--- src/rtl/rfc_pkg.sv ---
package rfc_pkg;
  localparam int unsigned WORD_W = 32;

  function automatic int unsigned max_w(input int unsigned a, input int unsigned b);
    return (a > b) ? a : b;
  endfunction
endpackage

--- src/rtl/rfc_rst_sync.sv ---
module rfc_rst_sync (
  input  logic clk,
  input  logic rst_n,
  output logic rst_sync_n
);
  logic meta_q;

  always_ff @(posedge clk or negedge rst_n) begin
    if (!rst_n) begin
      meta_q     <= 1'b0;
      rst_sync_n <= 1'b0;
    end else begin
      meta_q     <= 1'b1;
      rst_sync_n <= meta_q;
    end
  end
endmodule

--- src/rtl/rfc_raster_cnt.sv ---
module rfc_raster_cnt #(
  parameter int unsigned PIX_W   = 24,
  parameter int unsigned FRAME_W = 24
) (
  input  logic               clk,
  input  logic               rst_n,
  input  logic               en,
  input  logic               frame_evt,
  output logic [PIX_W-1:0]   pix_q,
  output logic [FRAME_W-1:0] frame_q
);
  logic [PIX_W-1:0]   pix_d;
  logic [FRAME_W-1:0] frame_d;

  always_comb begin
    pix_d   = pix_q;
    frame_d = frame_q;
    if (en) begin
      if (frame_evt) begin
        pix_d   = '0;
        frame_d = frame_q + FRAME_W'(1);
      end else begin
        pix_d   = pix_q + PIX_W'(1);
      end
    end
  end

  always_ff @(posedge clk or negedge rst_n) begin
    if (!rst_n) begin
      pix_q   <= '0;
      frame_q <= '0;
    end else begin
      pix_q   <= pix_d;
      frame_q <= frame_d;
    end
  end
endmodule

--- src/rtl/rfc_vbl_thresh.sv ---
module rfc_vbl_thresh #(
  parameter int unsigned H_W   = 13,
  parameter int unsigned V_W   = 13,
  localparam int unsigned THR_W = H_W + V_W
) (
  input  logic             clk,
  input  logic             rst_n,
  input  logic             load,
  input  logic [H_W-1:0]   htotal,
  input  logic [H_W-1:0]   hsync_start,
  input  logic [V_W-1:0]   vblank_start,
  output logic [THR_W-1:0] thr_q
);
  logic [THR_W-1:0] prod_w;
  logic [THR_W-1:0] thr_d;

  // Product of line count and line length, then pulled back to the hsync edge.
  assign prod_w = THR_W'(vblank_start) * THR_W'(htotal);

  always_comb begin
    thr_d = thr_q;
    if (load) begin
      thr_d = prod_w - THR_W'(htotal) + THR_W'(hsync_start);
    end
  end

  // All ones at reset keeps the compare false until the first frame boundary.
  always_ff @(posedge clk or negedge rst_n) begin
    if (!rst_n) begin
      thr_q <= '1;
    end else begin
      thr_q <= thr_d;
    end
  end
endmodule

--- src/rtl/rfc_snapshot.sv ---
module rfc_snapshot #(
  parameter int unsigned PIX_W   = 24,
  parameter int unsigned FRAME_W = 24,
  localparam int unsigned LO_W   = rfc_pkg::WORD_W - PIX_W,
  localparam int unsigned HI_W   = FRAME_W - LO_W
) (
  input  logic                      clk,
  input  logic                      rst_n,
  input  logic                      snap,
  input  logic [PIX_W-1:0]          pix,
  input  logic [FRAME_W-1:0]        frame,
  output logic [rfc_pkg::WORD_W-1:0] word,
  output logic [HI_W-1:0]           frame_hi
);
  logic [PIX_W-1:0]   pix_s_q,   pix_s_d;
  logic [FRAME_W-1:0] frame_s_q, frame_s_d;

  always_comb begin
    pix_s_d   = pix_s_q;
    frame_s_d = frame_s_q;
    if (snap) begin
      pix_s_d   = pix;
      frame_s_d = frame;
    end
  end

  always_ff @(posedge clk or negedge rst_n) begin
    if (!rst_n) begin
      pix_s_q   <= '0;
      frame_s_q <= '0;
    end else begin
      pix_s_q   <= pix_s_d;
      frame_s_q <= frame_s_d;
    end
  end

  assign word     = {frame_s_q[LO_W-1:0], pix_s_q};
  assign frame_hi = frame_s_q[FRAME_W-1:LO_W];
endmodule

--- src/rtl/raster_frame_counter.sv ---
module raster_frame_counter #(
  parameter int unsigned PIX_W   = 24,
  parameter int unsigned FRAME_W = 24,
  parameter int unsigned H_W     = 13,
  parameter int unsigned V_W     = 13,
  localparam int unsigned LO_W   = rfc_pkg::WORD_W - PIX_W,
  localparam int unsigned HI_W   = FRAME_W - LO_W
) (
  input  logic                       clk,
  input  logic                       rst_n,
  input  logic                       en,
  input  logic [H_W-1:0]             htotal,
  input  logic [H_W-1:0]             hsync_start,
  input  logic [V_W-1:0]             vblank_start,
  input  logic                       hact_start,
  input  logic                       first_line,
  input  logic                       count_off,
  input  logic                       snap,
  output logic [PIX_W-1:0]           pix_count,
  output logic [FRAME_W-1:0]         frame_count,
  output logic [rfc_pkg::WORD_W-1:0] rdback_word,
  output logic [HI_W-1:0]            rdback_frame_hi,
  output logic [FRAME_W-1:0]         vblank_count
);
  localparam int unsigned THR_W = H_W + V_W;
  localparam int unsigned CMP_W = rfc_pkg::max_w(PIX_W, THR_W);

  logic             rst_sync_n;
  logic             frame_evt;
  logic [THR_W-1:0] thr_q;
  logic             past_thr;

  assign frame_evt = hact_start & first_line;

  rfc_rst_sync u_rst (
    .clk        (clk),
    .rst_n      (rst_n),
    .rst_sync_n (rst_sync_n)
  );

  rfc_raster_cnt #(.PIX_W(PIX_W), .FRAME_W(FRAME_W)) u_cnt (
    .clk       (clk),
    .rst_n     (rst_sync_n),
    .en        (en),
    .frame_evt (frame_evt),
    .pix_q     (pix_count),
    .frame_q   (frame_count)
  );

  rfc_vbl_thresh #(.H_W(H_W), .V_W(V_W)) u_thr (
    .clk          (clk),
    .rst_n        (rst_sync_n),
    .load         (en & frame_evt),
    .htotal       (htotal),
    .hsync_start  (hsync_start),
    .vblank_start (vblank_start),
    .thr_q        (thr_q)
  );

  rfc_snapshot #(.PIX_W(PIX_W), .FRAME_W(FRAME_W)) u_snap (
    .clk      (clk),
    .rst_n    (rst_sync_n),
    .snap     (snap),
    .pix      (pix_count),
    .frame    (frame_count),
    .word     (rdback_word),
    .frame_hi (rdback_frame_hi)
  );

  assign past_thr     = CMP_W'(pix_count) >= CMP_W'(thr_q);
  assign vblank_count = count_off ? '0 : (frame_count + FRAME_W'(past_thr));
endmodule

--- config.mk ---
export PLATFORM = sky130hd
export DESIGN_NAME = raster_frame_counter
export DESIGN_NICKNAME = d
export VERILOG_FILES = /design/src/rtl/rfc_pkg.sv /design/src/rtl/rfc_rst_sync.sv /design/src/rtl/rfc_raster_cnt.sv /design/src/rtl/rfc_vbl_thresh.sv /design/src/rtl/rfc_snapshot.sv /design/src/rtl/raster_frame_counter.sv
export SDC_FILE = /design/constraint.sdc
export NUM_CORES = 1
export LEC_CHECK = 0
export ABC_AREA = 1
export ABC_CLOCK_PERIOD_IN_PS = 7900
export BUFFER_PORTS_ARGS = -buffer_cell sky130_fd_sc_hd__buf_2
export CORE_MARGIN = 2
export CORE_UTILIZATION = 65
export CTS_CLUSTER_DIAMETER = 150
export DETAILED_ROUTE_END_ITERATION = 8
export PLACE_DENSITY = 0.95
export SYNTH_ARGS = -nofsm -noshare
export SYNTH_HDL_FRONTEND = slang
export SYNTH_SLANG_ARGS = --single-unit
--- constraint.sdc ---
create_clock -name clk -period 7.9 [get_ports clk]
set_clock_uncertainty 0.1 [all_clocks]
set_input_delay 1.58 -clock clk [delete_from_list [all_inputs] [get_ports clk]]
set_output_delay 1.58 -clock clk [all_outputs]
set_load 0.05 [all_outputs]
# Word level (Yosys, flattened, before mapping)
# Cells that the tools add are included.
# classes
n_addsub	5
n_mul	1
n_lt_le_gt_ge	1
mux	2
bitwise	2
n_reduce_logical	1
# op_table
operator	n
$add 24x1->24 const B	2
$mux 24	2
$add 26x13->26	1
$ge 24x26->1	1
$mul 13x13->26	1
$sub 26x13->26	1
$add 24x1->24	1
$and 1x1->1	2
$reduce_and 2->1	1
# word_totals
regBits	124

# Longest topological paths before layout
# Gate-level depths: netlist (run 1).
# logic_depth
ltp_word	3
mapped_depth	27

# Hierarchy
# From an unflattened synthesis (run 1), not the netlist that was laid out.
# unflattened
cells_unflattened	1986
area_unflattened_um2	14317.5
# modules_own_cells
mod	n_inst	cells_each	area_per_inst_um2	seq_area_each_um2
rfc_vbl_thresh	1	1136	8309.2	683.2
rfc_raster_cnt	1	354	2661.3	1201.2
rfc_snapshot	1	203	1805.5	1201.2
raster_frame_counter	1	290	1487.7	0.0
rfc_rst_sync	1	3	53.8	50.0

# Worst setup path after synthesis (run 1)
# OpenSTA, ideal clock, no wires.
# synth_path
path_kind	in2reg
start	input port htotal[4]
end	register u_thr.thr_q[13]
setup_ns	0.076
t_arrival_ns	6.237
required_time_ns	7.724
setup_slack_ns	1.487
path_stages	23
n_path_buf	1
path_cell_list	clkbuf_1 nand2_1 inv_1 fa_1 inv_1 fa_1 inv_1 fa_1 fa_1 fa_1 inv_1 fa_1 inv_1 ha_1 nand2_1 inv_1 a21oi_1 nand2_1 nand2_1 nand2_1 or2_1 nand3_1 nand2_1
# synth_via
elab_chain_cells	3
# synth_lines
item	line_no	text
start, declared	raster_frame_counter.sv:12	input logic [H_W-1:0] htotal,
$mul 13x13->26	rfc_vbl_thresh.sv:18	assign prod_w = THR_W'(vblank_start) * THR_W'(htotal);
$sub 26x13->26 (*)	rfc_vbl_thresh.sv:23	thr_d = prod_w - THR_W'(htotal) + THR_W'(hsync_start);
$add 26x13->26 (*)	rfc_vbl_thresh.sv:23	
end signal, assigned	rfc_vbl_thresh.sv:32	thr_q <= thr_d;
end, declared	rfc_vbl_thresh.sv:12	output logic [THR_W-1:0] thr_q
# Mark *: on every way between the ends. The rest lies on a longest branch, timed or not.
# A chain may end at the register's enable or synchronous reset.

# Final worst setup path (run 1)
# layout_path
start	input port htotal[7]
end	register u_thr.thr_q[20]
# Same word-level chain as after synthesis.

==> results of run 1 <==
-- Yosys cell counts (3+ instances only) --
master | count | area (µm²)
inv_1 | 480 | 1800
nand2_1 | 452 | 1700
fa_1 | 143 | 2860
nor2_1 | 134 | 503
ha_1 | 126 | 1580
dfrtp_1 | 98 | 2450
a21oi_1 | 82 | 410
nand3_1 | 60 | 300
o21ai_0 | 44 | 220
clkbuf_1 | 40 | 150
dfstp_2 | 26 | 683
xor2_1 | 21 | 184
nor3_1 | 18 | 90.1
nand4_1 | 16 | 100
xnor2_1 | 14 | 123
mux2_2 | 13 | 146
nor2_2 | 11 | 68.8
buf_2 | 5 | 25.0
nand3b_1 | 5 | 37.5
a31oi_1 | 4 | 25.0
nor4_1 | 4 | 25.0
inv_2 | 3 | 11.3
-- power by group through the flow --
stage                     Clock (mW)  Sequential (mW)  Combinational (mW)
after CTS                      0.841            0.880                4.98
after global placement             0            0.879                4.75
after global routing           0.875            0.896                5.83
after detailed placement           0            0.882                4.92
final                          0.843            0.885                5.09
after floorplan                    0             1.03                3.65
-- sequential cells by signal, summed over array words and instances, names as in the netlist --
register and count:
u_cnt.pix_q 24, u_cnt.frame_q 24, u_snap.frame_s_q 24, u_rst.rst_sync_n 1, u_snap.pix_s_q 24, u_thr.thr_q 26, u_rst.meta_q 1
-- logic make-up after synthesis --
group / count (synthesis) / synth area share
compound gates: 140 / 0.0530
xor+xnor: 35 / 0.0223
fa+ha+maj: 269 / 0.323
buf+inv: 530 / 0.145
flops: 124 / 0.228
mux: 13 / 0.0106
other cells: 1 / 0.000273
simple gates: 719 / 0.217
-- area by class of cell --
class,instances,share of cell area
multi-input cells,1180,0.560
clock buffers,18,0.0285
inverters,483,0.118
flip-flops and latches,124,0.204
repair buffers,168,0.0551
well taps,275,0.0223
clock inverters,14,0.0126
-- metrics by stage --
stage | util | setup slack [ns]
floorplan | - | 1.49
global placement | 0.707 | 1.01
detailed placement | 0.707 | 0.881
CTS | 0.737 | 1.32
global route | 0.737 | 1.01
finish | 0.737 | 1.25
-- path summary, 6_finish.rpt --
check / end / startpoint / slack, ns
setup / recovery: u_thr.thr_q[20] / htotal[7] / 1.25
hold / removal: u_snap.pix_s_q[14] / u_rst.rst_sync_n / 0.20
setup reg to reg: u_cnt.pix_q[16] / u_cnt.pix_q[1] / 5.82
hold reg to reg: u_snap.pix_s_q[14] / u_rst.rst_sync_n / 0.20
max in group asynchronous: u_snap.frame_s_q[19] / u_rst.rst_sync_n / 6.02
min in group clk: u_rst.rst_sync_n / u_rst.meta_q / 0.26
-- critical path, stage by stage --
cell	delay [ns]
buf_2	0.31
nand2_1	0.14
fa_1	0.56
inv_1	0.06
fa_1	0.51
inv_1	0.05
fa_1	0.47
fa_1	0.54
fa_1	0.53
fa_1	0.55
inv_1	0.05
ha_1	0.38
nand2_1	0.10
nor2_1	0.35
nand3_1	0.14
nand3_1	0.18
nand2_1	0.12
nand2_1	0.07
nand2_1	0.04
nand3_1	0.09
nand2_1	0.08
-- layer usage --
| layer | vias to the layer above | GRT usage | wire length, µm |
|---|---|---|---|
| li1 | 5717 | - | - |
| met5 | - | 0 | 0 |
| met1 | 5895 | 0.426 | 13800 |
| met3 | 197 | 0.0674 | 2940 |
| met2 | 732 | 0.579 | 17900 |
| met4 | 0 | 0.172 | 1940 |
==> flow_summary.yaml, run 1 <==
run_status:
  status: "finished, final reports clean"
detailed_routing:
  drt_wl_total_um: 36500
  viasPerCell: 5.54
  drt_iter0_drc: 1117
  drt-wirelength-per-cell_um: 16.2
  dr.pass1.iters: 8
  drc: 0
  ant_nets: 0
  vias: 12541
logic_synthesis:
  synth.distinct_cells: 46
  synthCells: 1831
  ys_ff_latch: 124
  ys.flop_type: "dfrtp_1"
  seq_area_frac_synth: 0.228
  synth_async_sr_flop_share: 1.00
  synth_edf_count: 0
  syn_avg_cell_area_um2: 7.51
  syn_area_mm2: 0.0137
  ys_warn_count: 0
placed_design:
  dp.cells: 2230
  placed_area_mm2: 0.0148
  io_buffers: 165
  gp_congestion: 0.952
  dp_hpwl_um: 27500
clock_tree:
  hold_buffers: 0
  cts_inserted_buffers: 17
  post_cts_buffers: 0
  htreeDepth: 4
  root_buffer: "clkbuf_16"
  path_clk_slew_ns: 0.06
  numClockSinks: 124
  cts_tree: "built"
  insertion_delay_ns: 0.43
  cts_resized: 0
  cts.path.max_buffers: 2
global_routing:
  grt_pass1_wl_um: 61200
  grt_pass1_vias: 13238
  grt-ovfl-total: 0
  track_usage: 0.345
  antenna_found_initial: 0
  grt_start_max_net_pins: 85
sta:
  post-route-min-period_ns: 6.65
  worst_pin_slew_ns: 1.07
  tns_ns: 0
  period_share: 0.842
  rsz0062_at_grt: "false"
  max_freq_mhz: 150
  slew_viol_final: 0
  finalSetupViolCount: 0
  hold_viol_final: 0
  slew-limit-headroom: 0.286
  hold_slack_ns: 0.203
floorplanning:
  die_w_um: 149
  dieArea_mm2: 0.0223
  start_util: 0.658
  fp-row-count: 53
  core-area_mm2: 0.0209
  pin_count: 166
  chipHeight_um: 149
power_and_ir_drop:
  pwr-share-clk: 0.124
  switching_share: 0.548
  p_sw_mw: 3.73
  seq_power_share: 0.130
  pwr_density_cell_mw_per_mm2: 442
  finalPower_mw: 6.81
  peakVddDrop_v: 0.000420
  pwr-share-comb: 0.746
  p_leak_nw: 9.07
  internal_power_mw: 3.08
hold_path:
  min_path_type: "reg -> async"
layout:
  fill_cells: 1423
  drive_gt1_frac: 0.134
  fin_cells: 2262
  final_area_mm2: 0.0154
  multi_input_area_mm2: 0.00862
  register_area_mm2: 0.00314
  syn2layout_area_growth_pct: 12.0
  final_cell_mix: "inv_1 (480), nand2_1 (452), buf_2 (165)"
  fin_nets: 2289
  layout_commonest_cell: "inv_1"
  n_antenna_cell: 0
worst_setup_path:
  worst_ep_required_time_ns: 8.16
  rr_worst_depth: 8
  crit_type: "in -> reg"
  end_kind: "flop"
  critPathMaxFanout: 14
  start_kind: "input port"
  worstPathArrival_ns: 6.91
run:
  maxCapViolCount: 0
Note: power is estimated with default switching activity, not from simulation.
==> run 2, diff against run 1 <==
ABC_CLOCK_PERIOD_IN_PS = 6100   (was 7900)
CORE_UTILIZATION = 55   (was 65)
PLACE_DENSITY = 0.88   (was 0.95)
clock period = 6.1 ns   (was 7.9 ns; I/O delays follow)
==> run 2 against run 1 <==
Utilization shrank 8.3 points. Largest power group unchanged. Setup slack got worse by 1.1 ns. Clock-buffer cell count is 1 lower. Final area increased by 4.0%.
==> flow_summary.yaml, run 2 (same netlist as run 1, synthesis figures left out) <==
run_status:
  status: "finished, final reports clean"
detailed_routing:
  ant_nets: 0
  drt-wirelength-per-cell_um: 15.0
  dr.pass1.iters: 5
  vias: 12423
  drt_iter0_drc: 1083
  viasPerCell: 5.22
  drc: 0
  drt_wl_total_um: 35700
global_routing:
  grt_pass1_wl_um: 60500
  track_usage: 0.285
  antenna_found_initial: 0
  grt_start_max_net_pins: 84
  grt_pass1_vias: 12990
  grt-ovfl-total: 0
clock_tree:
  cts.path.max_buffers: 2
  path_clk_slew_ns: 0.07
  hold_buffers: 0
  cts_tree: "built"
  cts_inserted_buffers: 17
  root_buffer: "clkbuf_16"
  insertion_delay_ns: 0.42
  htreeDepth: 4
  numClockSinks: 124
sta:
  hold_viol_final: 0
  post-route-min-period_ns: 5.92
  finalSetupViolCount: 0
  slew_viol_final: 0
  setup_slack_ns: 0.184
  rsz0062_at_grt: "true"
  hold_slack_ns: 0.260
  max_freq_mhz: 169
  worst_pin_slew_ns: 1.10
  period_share: 0.970
  slew-limit-headroom: 0.266
floorplanning:
  chipHeight_um: 162
  die_w_um: 162
  dieArea_mm2: 0.0263
  start_util: 0.562
  fp-row-count: 57
  pin_count: 166
  core-area_mm2: 0.0245
placed_design:
  dp.cells: 2346
  gp_congestion: 0.942
  dp_hpwl_um: 28300
  place_ws_ns: -0.253
  io_buffers: 165
layout:
  largest_reg_flops: 26
  fin_nets: 2356
  n_antenna_cell: 0
  regMostFlops: "u_thr.thr_q"
  fin_cells: 2378
  final_cell_mix: "inv_1 (480), nand2_1 (447), buf_2 (164)"
  fill_cells: 1938
  layout_commonest_cell: "inv_1"
  fin_util: 0.655
  syn2layout_area_growth_pct: 16.5
  drive_gt1_frac: 0.171
run:
  maxCapViolCount: 0
power_and_ir_drop:
  p_leak_nw: 9.37
  pwr_density_cell_mw_per_mm2: 607
  finalPower_mw: 9.73
  peakVddDrop_v: 0.000713
worst_setup_path:
  start_kind: "input port"
  end_kind: "flop"
  crit_type: "in -> reg"
  worst_ep_required_time_ns: 6.31
  critPathMaxFanout: 6
  worstPathArrival_ns: 6.13
hold_path:
  min_path_type: "reg -> reg"
[run 2: changes by cell type in the layout (fill, tap and decap cells not counted), moves of 4 or more]
cell,before,now
nand2_1,452,447
ha_4,0,5
inv_6,1,7
ha_1,126,119
nor2_2,11,15
nor2_1,134,129
nand2_2,2,7
buf_4,3,70
[run 2: area by class of cell]
class / count / area, µm² / area share
well taps: 324 / 405 / 0.0253
flip-flops and latches: 124 / 3140 / 0.196
clock inverters: 15 / 154 / 0.00961
multi-input cells: 1180 / 8720 / 0.545
repair buffers: 235 / 1350 / 0.0845
clock buffers: 17 / 425 / 0.0266
inverters: 483 / 1810 / 0.113
[run 2: per-stage QoR]
| step | setup TNS, ns | area [µm²] |
|---|---|---|
| after floorplan | 0 | 13800 |
| after global placement | -1.76 | 15300 |
| after detailed placement | -3.31 | 15300 |
| after CTS | 0 | 15900 |
| after global routing | -0.123 | 16000 |
| final | 0 | 16000 |
[run 2: path summary, 6_finish.rpt]
path | startpoint | endpoint | slack (ns) | cells past startpoint
min in group asynchronous | u_rst.rst_sync_n | u_snap.pix_s_q[11] | 0.41 | 0
max in group asynchronous | u_rst.rst_sync_n | u_thr.thr_q[6] | 4.31 | 1
hold / removal | u_rst.meta_q | u_rst.rst_sync_n | 0.26 | 0
setup reg to reg | u_cnt.pix_q[1] | u_cnt.pix_q[18] | 4.16 | 8
hold reg to reg | u_rst.meta_q | u_rst.rst_sync_n | 0.26 | 0
setup / recovery | htotal[7] | u_thr.thr_q[12] | 0.18 | 21
[run 2: worst max-delay path: stages]
cell,delay [ns]
buf_2,0.18
nand2_1,0.10
fa_1,0.53
inv_1,0.05
fa_1,0.51
inv_1,0.05
fa_1,0.46
fa_1,0.52
fa_1,0.52
fa_1,0.57
inv_1,0.05
ha_1,0.35
nand2_1,0.13
inv_1,0.07
nand2_1,0.06
nand2_1,0.06
inv_1,0.06
nand3_1,0.10
or2_2,0.29
nand3_1,0.11
o21ai_1,0.11
[run 2: report_power, final]
group	total (mW)	leakage [nW]	switching (mW)	internal (mW)
Combinational	7.57	7.61	4.54	3.03
Clock	1.01	0.276	0.437	0.576
Sequential	1.15	1.48	0.122	1.02
Total	9.73	9.37	5.10	4.63
[run 2: what timing repair did]
| item | CTS | global route |
|---|---|---|
| setup buffers | 0 | 0 |
| endpoints found under the hold margin | 0 | 0 |
| resized for setup | 0 | 23 |
| setup endpoints to repair | 0 | 15 |
[run 2: per-layer routing]
layer	vias to the layer above	routed length [µm]	GRT usage	share of wire
li1	5868	-	-	-
met1	5970	14100	0.349	0.39
met2	487	17900	0.502	0.50
met3	98	2630	0.0501	0.074
met4	0	1040	0.110	0.029
met5	-	0	0	0
